==> config.mk <==
export PLATFORM = sky130hd
export DESIGN_NAME = alu_stat_reg
export DESIGN_NICKNAME = d
export VERILOG_FILES = /design/src/rtl/alu_stat_pkg.sv /design/src/rtl/stat_flag_bank.sv /design/src/rtl/stat_sys_bits.sv /design/src/rtl/alu_stat_reg.sv
export SDC_FILE = /design/constraint.sdc
export NUM_CORES = 1
export LEC_CHECK = 0
export ABC_AREA = 1
export CORE_AREA = 4 4 41 43
export CTS_CLUSTER_DIAMETER = 40
export DETAILED_ROUTE_END_ITERATION = 10
export DIE_AREA = 0 0 45 47
export DONT_BUFFER_PORTS = 1
export GPL_ROUTABILITY_DRIVEN = 0
export PLACE_DENSITY = 0.33
export SLEW_MARGIN = 10
export SYNTH_ARGS = -nofsm -noshare
export SYNTH_HDL_FRONTEND = slang
export SYNTH_HIERARCHICAL = 1
export SYNTH_SLANG_ARGS = --single-unit
==> constraint.sdc <==
create_clock -name clk -period 1 [get_ports clk]
set_input_delay 0.2 -clock clk [delete_from_list [all_inputs] [get_ports clk]]
set_output_delay 0.2 -clock clk [all_outputs]
set_load 0.01 [all_outputs]
==> src/rtl/alu_stat_pkg.sv <==
package alu_stat_pkg;
  localparam int unsigned STAT_W   = 8;
  localparam int unsigned NFLAG    = 3;
  localparam int unsigned POS_C    = 0;
  localparam int unsigned POS_DC   = 1;
  localparam int unsigned POS_Z    = 2;
  localparam int unsigned POS_PD   = 3;
  localparam int unsigned POS_TO   = 4;
  localparam int unsigned USED_W   = POS_TO + 1;
  localparam int unsigned PAD_W    = STAT_W - USED_W;

  typedef struct packed {
    logic tout;
    logic pdown;
  } sys_bits_t;

  localparam sys_bits_t SYS_RST = '{tout: 1'b1, pdown: 1'b1};
endpackage

==> src/rtl/stat_flag_bank.sv <==
module stat_flag_bank
  import alu_stat_pkg::*;
#(
  parameter int unsigned N = NFLAG
) (
  input  logic         clk,
  input  logic         rst_n,
  input  logic [N-1:0] upd,
  input  logic [N-1:0] val,
  input  logic         we,
  input  logic [N-1:0] wdata,
  output logic [N-1:0] q
);
  logic         any_upd;
  logic [N-1:0] q_nx;

  assign any_upd = |upd;

  generate
    for (genvar i = 0; i < N; i++) begin : g_bit
      always_comb begin
        if (upd[i])
          q_nx[i] = val[i];
        else if (we && !any_upd)
          q_nx[i] = wdata[i];
        else
          q_nx[i] = q[i];
      end
    end
  endgenerate

  always_ff @(posedge clk or negedge rst_n) begin
    if (!rst_n)
      q <= '0;
    else
      q <= q_nx;
  end
endmodule

==> src/rtl/stat_sys_bits.sv <==
module stat_sys_bits
  import alu_stat_pkg::*;
(
  input  logic      clk,
  input  logic      rst_n,
  input  logic      clr_ev,
  input  logic      expire_ev,
  input  logic      sleep_ev,
  output sys_bits_t q
);
  sys_bits_t q_nx;

  always_comb begin
    q_nx = q;
    if (expire_ev)
      q_nx.tout = 1'b0;
    else if (clr_ev || sleep_ev)
      q_nx.tout = 1'b1;
    if (sleep_ev)
      q_nx.pdown = 1'b0;
    else if (clr_ev)
      q_nx.pdown = 1'b1;
  end

  always_ff @(posedge clk or negedge rst_n) begin
    if (!rst_n)
      q <= SYS_RST;
    else
      q <= q_nx;
  end
endmodule

==> src/rtl/alu_stat_reg.sv <==
module alu_stat_reg
  import alu_stat_pkg::*;
(
  input  logic              clk,
  input  logic              rst_n,
  input  logic [NFLAG-1:0]  flag_upd,
  input  logic [NFLAG-1:0]  flag_val,
  input  logic              dst_we,
  input  logic [STAT_W-1:0] dst_data,
  input  logic              wdt_clear,
  input  logic              wdt_expire,
  input  logic              sleep_enter,
  output logic [STAT_W-1:0] stat_rd,
  output logic              zero_o,
  output logic              dcarry_o,
  output logic              carry_o,
  output logic              tout_o,
  output logic              pdown_o
);
  logic [NFLAG-1:0] flags_q;
  sys_bits_t        sys_q;

  stat_flag_bank #(.N(NFLAG)) u_flags (
    .clk   (clk),
    .rst_n (rst_n),
    .upd   (flag_upd),
    .val   (flag_val),
    .we    (dst_we),
    .wdata (dst_data[NFLAG-1:0]),
    .q     (flags_q)
  );

  stat_sys_bits u_sys (
    .clk       (clk),
    .rst_n     (rst_n),
    .clr_ev    (wdt_clear),
    .expire_ev (wdt_expire),
    .sleep_ev  (sleep_enter),
    .q         (sys_q)
  );

  assign zero_o   = flags_q[POS_Z];
  assign dcarry_o = flags_q[POS_DC];
  assign carry_o  = flags_q[POS_C];
  assign tout_o   = sys_q.tout;
  assign pdown_o  = sys_q.pdown;
  assign stat_rd  = {{PAD_W{1'b0}}, sys_q.tout, sys_q.pdown, flags_q};
endmodule

==> flow_summary.ini <==
[global_routing]
grt_pass1_vias = 263
antenna_found_initial = 0
grtUsageTotal_pct = 6.508
grt_first_pass_wirelength_um = 952
overflow = 0
grt_max_degree = 6

[worst_setup_path]
crit_type = register to primary output
ff2ff_setup_slack_ps = 150
crit_fanout = 3
worstPathArrival_ps = 830
cp.required_ps = 800
cp-startpoint = u_sys/q[0]$_DFFE_PN1P_
cp-end-kind = primary output
r2r_start = u_sys/q[1]$_DFFE_PN1P_
critPathLaunchType = register

[placement]
dp_hpwl_um = 526.3
place_area_sq_um = 290.3
port_buffers = 0
place_inst = 52

[clock_network]
cts_buffers = 3
htreeDepth = 1
root_buffer = clkbuf_4
clk_pin_slew_ps = 40
cts_tree = built
post_cts_resize_count = 0
clock_latency_ps = 240
clockBufferDepth = 2
postCtsSetupBuffers = 0
cts.sinks = 5

[final_layout]
syn2layout_area_growth_pct = 12.15
drive_gt1_share_pct = 22.73
fin_cells = 59
nets = 65
design_area_sq_um = 346.6
n_antenna_cell = 0

[synthesis]
yosysSeqAreaShare_pct = 41.30
synthTopCellsByArea = dfrtp_1 (24%), buf_4 (19%), dfstp_2 (17%)
ys_types = 11
synthesis.area_sq_um = 309.0
synth_ff_type = dfrtp_1
synth_top_area_share_pct = 24.29
synthTopCellsByCount = buf_4 (8), nand2_1 (6), nand3_1 (6), nor2_1 (6), inv_1 (5)
synth.most_common_cell = buf_4
ys_ff_latch = 5
synth.largest_area_cell = dfrtp_1
synth_edf_count = 0
syn_area_per_cell_sq_um = 7.538
yosysWarnings = 6
async_reset_ff_share_pct = 100.0
synthCells = 41

[floorplan]
die_x_um = 45
ios = 33
rows = 13
start_util_pct = 23.75
core_sq_um = 1301
die_area_sq_um = 2115
die_h_um = 47

[timing]
fin_ws_ps = -26.10
clock_skew_ps = 0
hold_violations = 0
fmax_mhz = 974.6
drv_slew = 0
rsz0062_at_grt = true
holdWs_ps = 91.83
fin_crit_sh_pct = 102.6
fin_crit_ps = 1026
finalSetupViolCount = 4

[drt]
vias_per_cell = 4.102
drt_wl_total_um = 613
drc = 0
vias = 242
ant_nets = 0
dr.pass1.iters = 2
drt_iter0_markers = 4
wl_per_cell_um = 10.39

[worst_hold_path]
min_path_type = primary input to register
hp-start = flag_upd[2]

[power]
power_frac_clock_pct = 41.2
seq_power_share_pct = 44.5
switching_share_pct = 26.51
p_per_area_nw_per_um2 = 1614
internal_power_mw = 0.4112
ir_drop_v = 0.0008914
p_switching_mw = 0.1483
p_leak_nw = 0.1716
p_comb_share_pct = 14.3

[outcome]
violations = setup timing
status = complete, but fails checks

[job]
drv_cap = 0
## through the flow
stage | setup TNS, ps | power [mW] | util [%] | setup WS, ps
floorplan | 0 | 0.3316 | - | 138.8
global placement | 0 | 0.3195 | 22.31 | 163.1
detailed placement | 0 | 0.3208 | 22.31 | 149.8
CTS | -157.1 | 0.5747 | 26.63 | -40.23
global route | -210.4 | 0.5963 | 26.63 | -56.40
finish | -103.9 | 0.5595 | 26.63 | -26.10
## logic make-up after synthesis
group | count (synthesis) | synth area share, %
flops | 5 | 41.29
buf+inv | 13 | 25.51
compound gates | 1 | 1.618
simple gates | 21 | 30.36
other cells | 1 | 1.213
## placed cells by master, fill, tap and decap left out
master,netlist,final
clkbuf_1,0,1
nor2_2,2,2
dfrtp_1,3,3
inv_1,5,5
dfstp_2,2,2
conb_1,1,3
dlygate4sd3_1,0,3
nor2_1,6,6
buf_4,8,2
a21oi_1,1,1
nand3_1,6,6
nand2_1,6,6
nand2_2,1,1
clkbuf_4,0,3
## per-layer routing
| metal | track usage (%) | up-vias | wire, um |
|---|---|---|---|
| met4 | 0 | 0 | 0 |
| li1 | - | 118 | - |
| met5 | 0 | - | 0 |
| met1 | 6.221 | 105 | 233 |
| met3 | 6.130 | 0 | 92 |
| met2 | 11.02 | 19 | 287 |
## area by class of cell
cell class | instances | area (sq um)
Clock buffer | 4 | 26.28
Sequential cell | 5 | 127.6
Fill cell | 157 | 954.7
Multi-Input combinational cell | 25 | 110.1
Tap cell | 15 | 18.77
Timing Repair Buffer | 5 | 45.04
Inverter | 5 | 18.77
## state kept, by name (all words and copies together) (netlist names)
signal	flops
u_flags/q	3
u_sys/q	2
## timing repair
item                                    CTS  global route
endpoints found under the setup margin    4             4
hold buffers                              3             0
endpoints found under the hold margin     7             0
pin swaps                                 0             0
## worst paths after layout
path                                                  to  cells past startpoint
max in group asynchronous         u_sys/q[1]$_DFFE_PN1P_                      1
worst max register to register    u_sys/q[1]$_DFFE_PN1P_                      2
worst max-delay path                             pdown_o                      0
worst min-delay path            u_flags/q[2]$_DFFE_PN0P_                      2
min in group asynchronous       u_flags/q[2]$_DFFE_PN0P_                      1
worst min register to register    u_sys/q[1]$_DFFE_PN1P_                      2
## power by group through the flow
stage	logic [mW]	clock network [mW]	registers (mW)
finish	0.0801	0.230	0.249
detailed placement	0.0683	0	0.253
global route	0.0907	0.254	0.252
floorplan	0.0823	0	0.249
global placement	0.0674	0	0.252
CTS	0.0815	0.243	0.250
Note: power is estimated with default switching activity, not from simulation.
